===== config.mk =====
export PLATFORM = sky130hd
export DESIGN_NAME = card_led_blinker
export DESIGN_NICKNAME = d
export VERILOG_FILES = /design/src/rtl/card_led_pkg.sv /design/src/rtl/card_led_prescaler.sv /design/src/rtl/card_led_holdover.sv /design/src/rtl/card_led_toggler.sv /design/src/rtl/card_led_blinker.sv
export SDC_FILE = /design/constraint.sdc
export NUM_CORES = 1
export LEC_CHECK = 0
export BUFFER_PORTS_ARGS = -buffer_cell sky130_fd_sc_hd__buf_2
export CAP_MARGIN = 20
export CORE_ASPECT_RATIO = 0.8
export CORE_UTILIZATION = 28
export DETAILED_ROUTE_END_ITERATION = 10
export REMOVE_ABC_BUFFERS = 1
export SYNTH_ARGS = -nofsm -noshare
export SYNTH_HDL_FRONTEND = slang
export SYNTH_SLANG_ARGS = --single-unit

===== constraint.sdc =====
create_clock -name clk -period 2.8 [get_ports clk]
set_input_delay 0.56 -clock clk [delete_from_list [all_inputs] [get_ports clk]]
set_output_delay 0.56 -clock clk [all_outputs]
set_load 0.05 [all_outputs]

===== src/rtl/card_led_pkg.sv =====
package card_led_pkg;
  // Width of every step-counted quantity (interval, hold-over, counters).
  localparam int unsigned STEP_W = 8;
  typedef logic [STEP_W-1:0] steps_t;
endpackage


===== src/rtl/card_led_prescaler.sv =====
module card_led_prescaler #(
  parameter int unsigned TICKS_PER_STEP = 50
) (
  input  logic clk,
  input  logic rst_n,
  input  logic sys_tick,
  output logic step
);
  generate
    if (TICKS_PER_STEP <= 1) begin : g_direct
      assign step = sys_tick;
    end else begin : g_count
      localparam int unsigned CW = $clog2(TICKS_PER_STEP);
      localparam logic [CW-1:0] LAST = CW'(TICKS_PER_STEP - 1);
      logic [CW-1:0] cnt;

      always_ff @(posedge clk or negedge rst_n) begin
        if (!rst_n) cnt <= '0;
        else if (sys_tick) cnt <= (cnt == LAST) ? '0 : cnt + 1'b1;
      end

      assign step = sys_tick && (cnt == LAST);

      // idle cycles leave the prescaler untouched
      assert_idle_no_count_R2: assert property (@(posedge clk) disable iff (!rst_n)
        !sys_tick |=> $stable(cnt));
      // count never passes the last tick of a step
      assert_count_bound_R2: assert property (@(posedge clk) disable iff (!rst_n)
        cnt <= LAST);
    end
  endgenerate
endmodule


===== src/rtl/card_led_holdover.sv =====
module card_led_holdover
  import card_led_pkg::*;
(
  input  logic   clk,
  input  logic   rst_n,
  input  logic   access,
  input  logic   step,
  input  steps_t duration,
  output logic   active
);
  steps_t remain;

  always_ff @(posedge clk or negedge rst_n) begin
    if (!rst_n) remain <= '0;
    else if (access) remain <= duration;
    else if (step && remain != '0) remain <= remain - steps_t'(1);
  end

  assign active = (remain != '0);

  // an access loads the programmed duration
  assert_reload_R3: assert property (@(posedge clk) disable iff (!rst_n)
    access |=> remain == $past(duration));
  // without a step or access the countdown holds
  assert_hold_without_step_R2: assert property (@(posedge clk) disable iff (!rst_n)
    (!access && !step) |=> $stable(remain));
  // an expired countdown stays expired until the next access
  assert_stays_idle_R5: assert property (@(posedge clk) disable iff (!rst_n)
    (!access && remain == '0) |=> remain == '0);
endmodule


===== src/rtl/card_led_toggler.sv =====
module card_led_toggler
  import card_led_pkg::*;
(
  input  logic   clk,
  input  logic   rst_n,
  input  logic   step,
  input  logic   active,
  input  steps_t interval,
  output logic   led_on
);
  steps_t left;
  steps_t reload;

  assign reload = (interval == '0) ? steps_t'(1) : interval;

  always_ff @(posedge clk or negedge rst_n) begin
    if (!rst_n) begin
      left   <= '0;
      led_on <= 1'b0;
    end else if (!active) begin
      left   <= '0;
      led_on <= 1'b0;
    end else if (step) begin
      if (left <= steps_t'(1)) begin
        led_on <= ~led_on;
        left   <= reload;
      end else begin
        left <= left - steps_t'(1);
      end
    end
  end

  // idle means dark and a cleared interval counter
  assert_dark_when_idle_R5: assert property (@(posedge clk) disable iff (!rst_n)
    !active |=> (!led_on && left == '0));
  // the lit state only changes on a step while blinking
  assert_toggle_on_step_R4: assert property (@(posedge clk) disable iff (!rst_n)
    (active && !step) |=> $stable(led_on));
  // a fresh burst lights the LED on its first step
  assert_first_step_lights_R4: assert property (@(posedge clk) disable iff (!rst_n)
    (active && step && left == '0) |=> led_on);
endmodule


===== src/rtl/card_led_blinker.sv =====
module card_led_blinker
  import card_led_pkg::*;
#(
  parameter int unsigned TICKS_PER_STEP = 50
) (
  input  logic       clk,
  input  logic       rst_n,
  input  logic       sys_tick,
  input  logic       access_pulse,
  input  logic [7:0] blink_steps,
  input  logic [7:0] hold_steps,
  input  logic       led_active_low,
  output logic       led_out
);
  logic step;
  logic active;
  logic led_on;

  card_led_prescaler #(.TICKS_PER_STEP(TICKS_PER_STEP)) u_prescaler (
    .clk     (clk),
    .rst_n   (rst_n),
    .sys_tick(sys_tick),
    .step    (step)
  );

  card_led_holdover u_holdover (
    .clk     (clk),
    .rst_n   (rst_n),
    .access  (access_pulse),
    .step    (step),
    .duration(steps_t'(hold_steps)),
    .active  (active)
  );

  card_led_toggler u_toggler (
    .clk     (clk),
    .rst_n   (rst_n),
    .step    (step),
    .active  (active),
    .interval(steps_t'(blink_steps)),
    .led_on  (led_on)
  );

  always_ff @(posedge clk or negedge rst_n) begin
    if (!rst_n) led_out <= 1'b0;
    else        led_out <= led_on ^ led_active_low;
  end

  // a dark LED puts the selected inactive level on the pin next clock
  assert_polarity_dark_R7: assert property (@(posedge clk) disable iff (!rst_n)
    !led_on |=> led_out == $past(led_active_low));
  // a lit LED puts the selected active level on the pin next clock
  assert_polarity_lit_R7: assert property (@(posedge clk) disable iff (!rst_n)
    led_on |=> led_out == !$past(led_active_low));
endmodule


# == Word-level counts from Yosys, hierarchy flattened ==
# Index checks and enable logic that the tools add are counted.
# op_classes
order_cmp,1
reduce_logical,6
addsub,3
div_mod_pow,0
shift,0
muxes,10
eq_ne,3
bitwise_logic,2
mul,0
# op_table
op,count
8-bit 2-to-1 mux,6
8-bit by 1-bit subtractor with 8-bit output (second input constant),2
8-bit by 1-bit <= comparator with 1-bit output (second input constant),1
8-bit logical NOT,1
8-bit nonzero test,1
6-bit by 1-bit adder with 6-bit output (second input constant),1
6-bit equality test (second input constant),1
6-bit 2-to-1 mux,1
2-bit != test (second input constant),2
1-bit 2-to-1 mux,3
1-bit logical AND,2
2-bit AND reduction,1
2-bit nonzero test,1
1-bit NOT,1
1-bit XOR,1
# totals
register_bits,24
ram_bits,0
mem_bits_ro,0
output_inout_bits,1
memories,0
word_cells,30
latchBits,0

# == Depth between registers and ports, before layout ==
# Gate-level depths: netlist of the first run.
# logic_depth
depth_word,5
depth_mapped,8
depth_no_buf,6

# == By module ==
# From an unflattened synthesis of the first run, not the netlist that was laid out.
# hier_totals
cells_unflattened,168
hier_area_um2,1539.0
# modules_own_cells
module,seq_area_each_um2,n_inst,cells_each,area_each_um2
card_led_toggler,225.2,1,71,619.3
card_led_holdover,200.2,1,64,566.8
card_led_prescaler,150.1,1,31,319.1
card_led_blinker,25.0,1,2,33.8

# == Least setup slack after synthesis of the first run ==
# No wires, ideal clock.
# synth_timing
path_kind,input-to-reg
startpoint,input sys_tick
endpoint,register u_toggler.left[0]
arrival_time_ns,1.722
cell_stages,6
path_buffers,2
setup_slack_ns,0.957
setup_ns,0.122
path_cell_list,clkbuf_1 and2_1 and2_1 clkbuf_1 o21ai_0 a32o_1
# synth_via
elab_chain_cells,2
# synth_rtl
item,line_no,source
"start, declared",card_led_blinker.sv:8,"input logic sys_tick,"
1-bit logical AND,card_led_prescaler.sv:22,assign step = sys_tick && (cnt == LAST);
2-bit != test (no line),--,
"end signal, assigned",card_led_toggler.sv:26,left <= reload;
"end signal, assigned",card_led_toggler.sv:28,left <= left - steps_t'(1);
"end, declared",card_led_toggler.sv:11,steps_t left;
# No other way between the ends.
# A chain may end at the register's enable or synchronous reset.

# == Worst setup path after layout of the first run ==
# layout_timing
startpoint,register u_holdover.remain[0]
endpoint,register u_holdover.remain[3]
# layout_via
elab_chain_cells,3
# layout_rtl
item,line_no,source
"start, declared",card_led_holdover.sv:11,steps_t remain;
"start signal, assigned",card_led_holdover.sv:15,else if (access) remain <= duration;
"start signal, assigned",card_led_holdover.sv:16,else if (step && remain != '0) remain <= remain - steps_t'(1);
8-bit by 1-bit subtractor with 8-bit output or 8-bit nonzero test (tied branches),card_led_holdover.sv:16,
8-bit 2-to-1 mux or 1-bit logical AND (tied branches),card_led_holdover.sv:16,
8-bit 2-to-1 mux or 2-bit nonzero test (tied branches),--,
# Several ways; a longest one is shown, not always the timed one. The select of a mux whose other input is x is not followed.

==> flow_metrics.env, run 1 <==
export IMPL_fin_cells=248
export IMPL_dp_hpwl_mm=2.55
export IMPL_cts_root_buf="clkbuf_8"
export IMPL_synth_top_area_cell="dfrtp_1"
export IMPL_antenna_found_initial=0
export IMPL_gp_congestion=0.829
export IMPL_p_sw_mw=0.541
export IMPL_num_rows=23
export IMPL_rr_worst_depth=6
export IMPL_grt_use_total_pct=13.7
export IMPL_p_leak_nw=0.728
export IMPL_ant_nets=0
export IMPL_grt_max_degree=25
export IMPL_finalCritPeriodShare_pct=74.6
export IMPL_holdWs_ns=0.261
export IMPL_synth_most_common_cell="dfrtp_1"
export IMPL_final_util_pct=33.5
export IMPL_fillCellCount=540
export IMPL_cts_setup_buffers=0
export IMPL_yosysTopAreaCellShare_pct=40.5
export IMPL_drc_errors=0
export IMPL_power_density_nw_per_um2=829
export IMPL_postLayoutSetupSlackWorst_ns=0.711
export IMPL_die_y_um=67.1
export IMPL_max_freq_mhz=479
export IMPL_syn_inst=168
export IMPL_slew_headroom_pct=62.8
export IMPL_drive_gt1_share_pct=15.6
export IMPL_first_iter_violations=84
export IMPL_finalSetupTns_ns=0
export IMPL_yosys_most_used_dff="dfrtp_1"
export IMPL_drv_cap=0
export IMPL_die_x_um=83.4
export IMPL_synth_common_cells="24 x dfrtp_1, 15 x nor2_1, 13 x o21ai_0"
export IMPL_netlist_area_um2=1480
export IMPL_skew_ns=0.00527
export IMPL_dieArea_um2=5600
export IMPL_core_um2=5060
export IMPL_dr_pass1_iters=4
export IMPL_yosysSeqAreaShare_pct=40.5
export IMPL_setup_viol=0
export IMPL_cp_max_fo=16
export IMPL_end_kind="flop"
export IMPL_cts_hold_buffers=0
export IMPL_grt_pass1_wl_mm=6.04
export IMPL_grt_pass1_vias=1262
export IMPL_cts_buffers=3
export IMPL_overflow=0
export IMPL_post_dp_cell_area_um2=1630
export IMPL_swShare_pct=38.4
export IMPL_status="finished clean"
export IMPL_required_ns=2.99
export IMPL_finalPower_mw=1.41
export IMPL_worstPathArrival_ns=2.28
export IMPL_hp_class="input port to asynchronous set/reset pin"
export IMPL_synthArstFlopShare_pct=100
export IMPL_p_int_mw=0.868
export IMPL_insertion_delay_ns=0.28
export IMPL_htree_levels=1
export IMPL_peakVddDrop_mv=0.293
export IMPL_finalHoldViolCount=0
export IMPL_synth_area_leaders="dfrtp_1 40%, o21ai_0 4.4%, ha_1 4.2%"
export IMPL_wirelength_mm=3.51
export IMPL_yosysUniqueCellTypes=41
export IMPL_dpl_cell_count=244
export IMPL_critical_path_class="flop to flop"
export IMPL_cts_sinks=24
export IMPL_synth_avg_cell_area_um2=8.83
export IMPL_drt_vias_per_instance=5.42
export IMPL_path_clk_slew_ns=0.09
export IMPL_final_nets=213
export IMPL_wire_per_inst_um=14.2
export IMPL_cts_resized=0
export IMPL_final_area_um2=1700
export IMPL_route_vias_total=1345
export IMPL_rsz0062_at_grt="no"
export IMPL_pwr_share_comb_pct=39.2
export IMPL_insertedDiodeCount=0
export IMPL_period_minus_slack_ns=2.09
export IMPL_io_pins=22
export IMPL_io_buffers=21
export IMPL_p_seq_share_pct=38.8
export IMPL_tightestPinTransition_ns=0.558
export IMPL_synth_seq_cells=24
export IMPL_yosysWarningCount=0
export IMPL_cts_tree="done"
export IMPL_startpoint_type="flop"
export IMPL_dpl_worst_slack_ns=0.745
export IMPL_area_delta_synth_final_pct=14.5
export IMPL_drv_slew=0
export IMPL_clockPowerShare_pct=22.1
export IMPL_clk_path_buf_depth=2
export IMPL_start_util_pct=29.3
export IMPL_synth_edf_count=0
final timing paths:
kind / from / end / slack (ns)
worst max-delay path: u_holdover.remain[0] / u_holdover.remain[3] / 0.71
worst min-delay path: rst_n / led_out / 0.26
worst max register to register: u_holdover.remain[0] / u_holdover.remain[3] / 0.71
worst min register to register: u_toggler.led_on / led_out / 0.48
max in group asynchronous: rst_n / u_holdover.remain[0] / 2.16
min in group clk: led_active_low / led_out / 0.45
cells by family after synthesis:
group / share of synthesized area, %
and+or+nand+nor: 25.7
AOI/OAI and AO/OA: 19.9
DFF: 40.5
buffers and inverters: 5.14
muxes: 3.37
adders and majority gates: 4.22
xor gates and xnor gates: 1.18
critical path, cell delays in order (launching register included):
cell and delay, ns:
dfrtp_1 0.41, inv_1 0.07, ha_1 0.27, nor3b_1 0.18, and2_1 0.34, or4_1 0.56
a31oi_1 0.18
power by group through the flow:
stage	Sequential, mW	Combinational (mW)	Clock, mW
after CTS	0.544	0.547	0.322
final	0.546	0.552	0.311
after global routing	0.562	0.614	0.336
after floorplan	0.549	0.399	0
after detailed placement	0.549	0.545	0
after global placement	0.546	0.544	0
cells in the final DEF, fill, tap and decap left out, drive strengths merged, types with 2 or more instances in the layout:
master	instances
inv	10
or4	4
a21oi	10
buf	21
nor4	2
or3	8
nand2b	3
nor3b	2
nor2	15
o21ai	13
nand3	6
ha	5
dfrtp	24
o31ai	5
clkbuf	3
o22ai	3
o311ai	2
and2	4
o211ai	2
mux2i	5
nor3	6
a31oi	5
nand4	5
nand2	9
flip-flops by register name, indices dropped and copies added, names as in the netlist:
register / count
u_holdover.remain: 8
u_prescaler.g_count.cnt: 6
u_toggler.led_on: 1
led_out: 1
u_toggler.left: 8
cell type report:
cell class	instances	area (um2)	area share [%]
clock buffer	3	41.3	2.43
clock inverter	1	30.0	1.77
inverter	10	37.5	2.21
multi-input combinational	127	807	47.5
sequential	24	601	35.3
tap	62	77.6	4.57
timing repair buffer	21	105	6.19
per-layer routing:
metal	GRT usage (%)	wire, um	vias to the layer above
li1	-	-	659
met1	18.1	1680	631
met2	21.5	1550	44
met3	4.09	222	11
met4	4.74	60	0
met5	0	0	-
Note: power is estimated with default switching activity, not from simulation.
==> run 2, diff against run 1 <==
--- a/config.mk
+++ b/config.mk
@@ -5,6 +5,7 @@
 export SDC_FILE = /design/constraint.sdc
 export NUM_CORES = 1
 export LEC_CHECK = 0
+export ABC_AREA = 1
 export BUFFER_PORTS_ARGS = -buffer_cell sky130_fd_sc_hd__buf_2
 export CAP_MARGIN = 20
 export CORE_ASPECT_RATIO = 0.8
==> constraint.sdc (replaced) <==
create_clock -name clk -period 2 [get_ports clk]
set_input_delay 0.4 -clock clk [delete_from_list [all_inputs] [get_ports clk]]
set_output_delay 0.4 -clock clk [all_outputs]
set_load 0.05 [all_outputs]
==> flow_metrics.env, run 2 <==
export IMPL_status="finished clean"
export IMPL_yosysSeqAreaShare_pct=35.8
export IMPL_cts_hold_buffers=0
export IMPL_io_pins=22
export IMPL_p_int_mw=1.32
export IMPL_p_sw_mw=1.07
export IMPL_yosys_most_used_dff="dfrtp_1"
export IMPL_grt_max_degree=25
export IMPL_cp_cell_sequence="inv_1 > ha_1 > nor2_1 > nor2_1 > nand2_2 > nor2_1 > nand3b_1 > nand2_1"
export IMPL_synth_compound_area_share_pct=6.26
export IMPL_cts_resized=0
export IMPL_final_cell_mix="75 x nand2_1, 32 x nor2_1, 26 x inv_1"
export IMPL_num_rows=24
export IMPL_finalHoldViolCount=0
export IMPL_drv_cap=0
export IMPL_finalPower_mw=2.39
export IMPL_htree_levels=1
export IMPL_yosysTopAreaCellShare_pct=35.8
export IMPL_drive_gt1_share_pct=17.6
export IMPL_area_delta_synth_final_pct=14.5
export IMPL_yosysUniqueCellTypes=29
export IMPL_route_vias_total=1476
export IMPL_end_kind="flop"
export IMPL_ant_nets=0
export IMPL_finalSetupTns_ns=0
export IMPL_rr_worst_depth=8
export IMPL_period_minus_slack_ns=1.62
export IMPL_insertion_delay_ns=0.28
export IMPL_path_buf_inv=1
export IMPL_startpoint_type="flop"
export IMPL_wire_per_inst_um=10.3
export IMPL_clk_path_buf_depth=2
export IMPL_top_regs="u_holdover.remain (8), u_toggler.left (8), u_prescaler.g_count.cnt (6)"
export IMPL_first_iter_violations=54
export IMPL_drv_slew=0
export IMPL_core_um2=5620
export IMPL_path_depth=8
export IMPL_synthAdderAreaFrac_pct=3.73
export IMPL_rsz0062_at_grt="no"
export IMPL_synthArstFlopShare_pct=100
export IMPL_pwr_share_comb_pct=48.3
export IMPL_wirelength_mm=3.51
export IMPL_die_x_um=88.6
export IMPL_swShare_pct=44.7
export IMPL_drc_errors=0
export IMPL_syn_inst=240
export IMPL_finalCritPeriodShare_pct=81.2
export IMPL_regArea_um2=601
export IMPL_max_stage_delay_ns=0.42
export IMPL_synth_top_family_by_area="simple AND/OR/NAND/NOR gates"
export IMPL_yosysWarningCount=0
export IMPL_fillCellCount=627
export IMPL_skew_ns=0.00742
export IMPL_cts_sinks=24
export IMPL_hp_class="input port to asynchronous set/reset pin"
export IMPL_synth_top_area_cell="dfrtp_1"
export IMPL_die_y_um=71.3
export IMPL_grt_use_total_pct=12.9
export IMPL_netlist_area_um2=1680
export IMPL_synth_most_common_cell="nand2_1"
export IMPL_cp_top_family="simple AND/OR/NAND/NOR gates"
export IMPL_dp_hpwl_mm=2.66
export IMPL_cts_setup_buffers=0
export IMPL_synth_area_leaders="dfrtp_1 36%, nand2_1 17%, nor2_1 7.2%"
export IMPL_final_nets=289
export IMPL_cts_root_buf="clkbuf_8"
export IMPL_dieArea_um2=6310
export IMPL_synth_avg_cell_area_um2=7.00
export IMPL_crit_slowest_cell="dfrtp_1"
export IMPL_clockPowerShare_pct=18.4
export IMPL_max_freq_mhz=616
export IMPL_path_clk_slew_ns=0.10
export IMPL_grt_pass1_vias=1365
export IMPL_p_leak_nw=1.03
export IMPL_peakVddDrop_mv=0.546
export IMPL_synthSimpleGateAreaFrac_pct=43.1
export IMPL_setup_viol=0
export IMPL_synth_edf_count=0
export IMPL_gp_congestion=0.818
export IMPL_antenna_found_initial=0
export IMPL_cts_buffers=3
export IMPL_cp_max_fo=14
export IMPL_synth_xor_area_share_pct=2.61
export IMPL_final_common_cell="nand2_1"
export IMPL_start_util_pct=29.9
export IMPL_synth_mux_area_share_pct=0
export IMPL_worstPathArrival_ns=1.79
export IMPL_fin_cells=340
export IMPL_io_buffers=21
export IMPL_dr_pass1_iters=4
export IMPL_synth_common_cells="75 x nand2_1, 32 x nor2_1, 26 x inv_1"
export IMPL_p_seq_share_pct=33.2
export IMPL_power_density_nw_per_um2=1240
export IMPL_critical_path_class="flop to flop"
export IMPL_insertedDiodeCount=0
export IMPL_holdWs_ns=0.103
export IMPL_post_dp_cell_area_um2=1850
export IMPL_multi_input_area_um2=936
export IMPL_crit_top_cell="nor2_1"
export IMPL_grt_pass1_wl_mm=6.34
export IMPL_tightestPinTransition_ns=0.566
export IMPL_drt_vias_per_instance=4.34
export IMPL_overflow=0
export IMPL_cts_tree="done"
export IMPL_dpl_cell_count=336
export IMPL_synth_seq_cells=24
export IMPL_slew_headroom_pct=62.2
export IMPL_final_area_um2=1920
export IMPL_required_ns=2.17
[run 2: final cells by class]
cell class                 count  share of cell area [%]
clock buffer                   3                    2.15
clock inverter                 1                    1.56
inverter                      30                    5.86
multi-input combinational    183                    48.7
sequential                    24                    31.2
tap                           78                    5.07
timing repair buffer          21                    5.47
[run 2: cell families after synthesis]
group                    after synthesis
adder cells (fa/ha/maj)                5
flip-flops                            24
AND/OR/NAND/NOR                      153
buffers and inverters                 33
AO/OA/AOI/OAI                         20
XOR/XNOR                               5
[run 2: per-layer routing]
layer	GRT usage [%]	routed length (um)
met1	19.3	1880
met2	18.6	1440
met3	3.11	158
met4	3.23	29
met5	0	0
[run 2: path summary, 6_finish.rpt]
kind                                        start                          to  slack [ns]
max in group asynchronous                   rst_n           u_toggler.left[2]        1.51
worst max-delay path            u_toggler.left[0]           u_toggler.left[5]        0.38
worst min-delay path                        rst_n  u_prescaler.g_count.cnt[0]        0.10
min in group clk                   led_active_low                     led_out        0.29
worst max register to register  u_toggler.left[0]           u_toggler.left[5]        0.38
worst min register to register   u_toggler.led_on                     led_out        0.51
[run 2: stage by stage]
step	worst slack (ns)	util, %
2_1_floorplan	0.608	-
3_3_place_gp	0.395	33.0
3_5_place_dp	0.404	33.0
4_1_cts	0.380	34.2
5_1_grt	0.225	34.2
6_report	0.376	34.2
[run 2: power groups by stage]
| stage | Combinational, mW | Sequential [mW] | Clock, mW |
|---|---|---|---|
| final | 1.15 | 0.793 | 0.440 |
| after floorplan | 0.905 | 0.796 | 0 |
| after detailed placement | 1.15 | 0.799 | 0 |
| after global placement | 1.14 | 0.802 | 0 |
| after CTS | 1.16 | 0.793 | 0.450 |
| after global routing | 1.35 | 0.819 | 0.475 |
[run 2: worst reg2reg max path, stage by stage, from the launching register on]
cell	delay (ns)
dfrtp_1	0.42
inv_1	0.13
ha_1	0.27
nor2_1	0.07
nor2_1	0.12
nand2_2	0.19
nor2_1	0.15
nand3b_1	0.12
nand2_1	0.05
==> run 3, diff against run 2 <==
--- a/config.mk
+++ b/config.mk
@@ -5,7 +5,7 @@
 export SDC_FILE = /design/constraint.sdc
 export NUM_CORES = 1
 export LEC_CHECK = 0
-export ABC_AREA = 1
+export ABC_AREA = 0
 export BUFFER_PORTS_ARGS = -buffer_cell sky130_fd_sc_hd__buf_2
 export CAP_MARGIN = 20
 export CORE_ASPECT_RATIO = 0.8
==> constraint.sdc (replaced) <==
create_clock -name clk -period 1.4 [get_ports clk]
set_input_delay 0.28 -clock clk [delete_from_list [all_inputs] [get_ports clk]]
set_output_delay 0.28 -clock clk [all_outputs]
set_load 0.05 [all_outputs]
==> flow_metrics.env, run 3 (synthesis results as in run 1) <==
export IMPL_status="complete, but fails checks"
export IMPL_violations="negative hold slack, negative setup slack"
export IMPL_drt_vias_per_instance=5.10
export IMPL_postLayoutSetupSlackWorst_ns=-0.309
export IMPL_cts_root_buf="clkbuf_8"
export IMPL_grt_use_total_pct=16.5
export IMPL_regArea_um2=602
export IMPL_grt_max_degree=25
export IMPL_die_x_um=83.4
export IMPL_wire_per_inst_um=14.1
export IMPL_multi_input_area_um2=1030
export IMPL_drv_slew=0
export IMPL_antenna_found_initial=0
export IMPL_final_util_pct=47.4
export IMPL_final_common_cell="buf_4"
export IMPL_insertedDiodeCount=0
export IMPL_post_dp_cell_area_um2=1990
export IMPL_finalCritPeriodShare_pct=122
export IMPL_ant_nets=0
export IMPL_wirelength_mm=4.33
export IMPL_final_area_um2=2400
export IMPL_clk_path_buf_depth=2
export IMPL_io_buffers=21
export IMPL_grt_pass1_wl_mm=7.21
export IMPL_htree_levels=1
export IMPL_cts_buffers=3
export IMPL_cts_tree="done"
export IMPL_num_rows=23
export IMPL_overflow=0
export IMPL_path_clk_slew_ns=0.09
export IMPL_final_cell_mix="50 x buf_4, 23 x dfrtp_1, 21 x buf_2"
export IMPL_finalHoldViolCount=13
export IMPL_dp_hpwl_mm=3.03
export IMPL_power_density_nw_per_um2=1640
export IMPL_cts_hold_buffers=0
export IMPL_final_nets=273
export IMPL_grt_pass1_vias=1511
export IMPL_first_iter_violations=111
export IMPL_fillCellCount=490
export IMPL_critical_path_class="flop to flop"
export IMPL_startpoint_type="flop"
export IMPL_worstReg2RegStart="u_toggler.left[4]"
export IMPL_holdWs_ns=-0.00411
export IMPL_cp_max_fo=6
export IMPL_peakVddDrop_mv=0.690
export IMPL_dr_pass1_iters=4
export IMPL_drc_errors=0
export IMPL_period_minus_slack_ns=1.71
export IMPL_top_regs="u_holdover.remain (8), u_toggler.left (8), u_prescaler.g_count.cnt (6)"
export IMPL_core_um2=5060
export IMPL_route_vias_total=1572
export IMPL_rr_worst_depth=4
export IMPL_io_pins=22
export IMPL_skew_ns=0.00985
export IMPL_cts_sinks=24
export IMPL_drive_gt1_share_pct=52.4
export IMPL_r2r_end="u_toggler.led_on"
export IMPL_start_util_pct=29.3
export IMPL_r2r_slack_ns=-0.31
export IMPL_setup_viol=17
export IMPL_insertion_delay_ns=0.27
export IMPL_worstPathArrival_ns=1.90
export IMPL_required_ns=1.60
export IMPL_dieArea_um2=5600
export IMPL_gp_congestion=0.891
export IMPL_p_leak_nw=1.09
export IMPL_die_y_um=67.1
export IMPL_rsz0062_at_grt="yes"
export IMPL_end_kind="flop"
export IMPL_area_delta_synth_final_pct=61.6
export IMPL_drv_cap=0
export IMPL_slew_headroom_pct=61.5
export IMPL_max_freq_mhz=585
export IMPL_hp_class="input port to asynchronous set/reset pin"
export IMPL_tightestPinTransition_ns=0.577
run 3: changes by cell type in the layout (fill, tap and decap cells not counted), moves of 5 or more:
| cell | before | now |
|---|---|---|
| nand2_1 | 75 | 6 |
| buf_4 | 0 | 50 |
| inv_1 | 26 | 5 |
| nand3_1 | 23 | 3 |
| nor2_1 | 32 | 14 |
| buf_6 | 0 | 10 |
| a31oi_1 | 0 | 5 |
| mux2i_1 | 0 | 5 |
| or3_4 | 0 | 5 |
run 3: worst max path at each step:
stage,startpoint,end,slack (ns),cells after the start
2_1_floorplan,u_toggler.left[0],u_toggler.left[5],-0.44,6
3_3_place_gp,u_holdover.remain[0],u_toggler.left[0],-0.36,7
3_5_place_dp,u_holdover.remain[0],u_holdover.remain[4],-0.38,6
4_1_cts,u_toggler.left[4],u_toggler.led_on,-0.29,4
5_1_grt,u_holdover.remain[0],u_holdover.remain[4],-0.35,6
6_report,u_toggler.left[4],u_toggler.led_on,-0.31,4
run 3: repair_timing:
| action | CTS | global route |
|---|---|---|
| setup buffers | 10 | 4 |
| endpoints found under the setup margin | 18 | 19 |
| endpoints found under the hold margin | 0 | 0 |
| resized for setup | 53 | 19 |
| pin swaps | 30 | 19 |
run 3: through the flow:
stage / setup WS [ns] / TNS, ns / hold slack [ns] / std cells / power (mW)
2_1_floorplan: -0.438 / -3.74 / -0.0156 / 161 / 1.90
3_3_place_gp: -0.365 / -4.35 / 0.320 / 292 / 2.72
3_5_place_dp: -0.384 / -4.63 / 0.320 / 292 / 2.75
4_1_cts: -0.292 / -2.86 / 0.0143 / 305 / 3.68
5_1_grt: -0.350 / -4.08 / 0.0173 / 308 / 4.23
6_report: -0.309 / -2.98 / -0.00411 / 308 / 3.93
run 3: worst max-delay path, cell delays in order, from the launching register on:
cell,delay (ns)
dfrtp_1,0.39
or3_4,0.39
or3_4,0.41
or3_1,0.31
a21oi_1,0.12
run 3: layer usage:
layer / wire length, um / up-vias / GRT usage (%)
li1: - / 779 / -
met1: 2110 / 758 / 22.3
met2: 2040 / 31 / 26.9
met3: 159 / 4 / 3.84
met4: 20 / 0 / 3.66
met5: 0 / - / 0
run 3: report_power, final:
group          leakage [nW]  switching [mW]  internal, mW  total (mW)
clock network        0.0288           0.233         0.252       0.485
logic                 0.768            1.10          1.33        2.43
registers             0.292           0.132         0.882        1.01
total                  1.09            1.46          2.47        3.93
run 3: cell type report:
type | count | share of cell area (%)
Timing Repair Buffer | 81 | 24.7
Inverter | 10 | 1.56
Clock buffer | 4 | 2.30
Multi-Input combinational cell | 127 | 43.1
Tap cell | 62 | 3.23
Sequential cell | 24 | 25.1
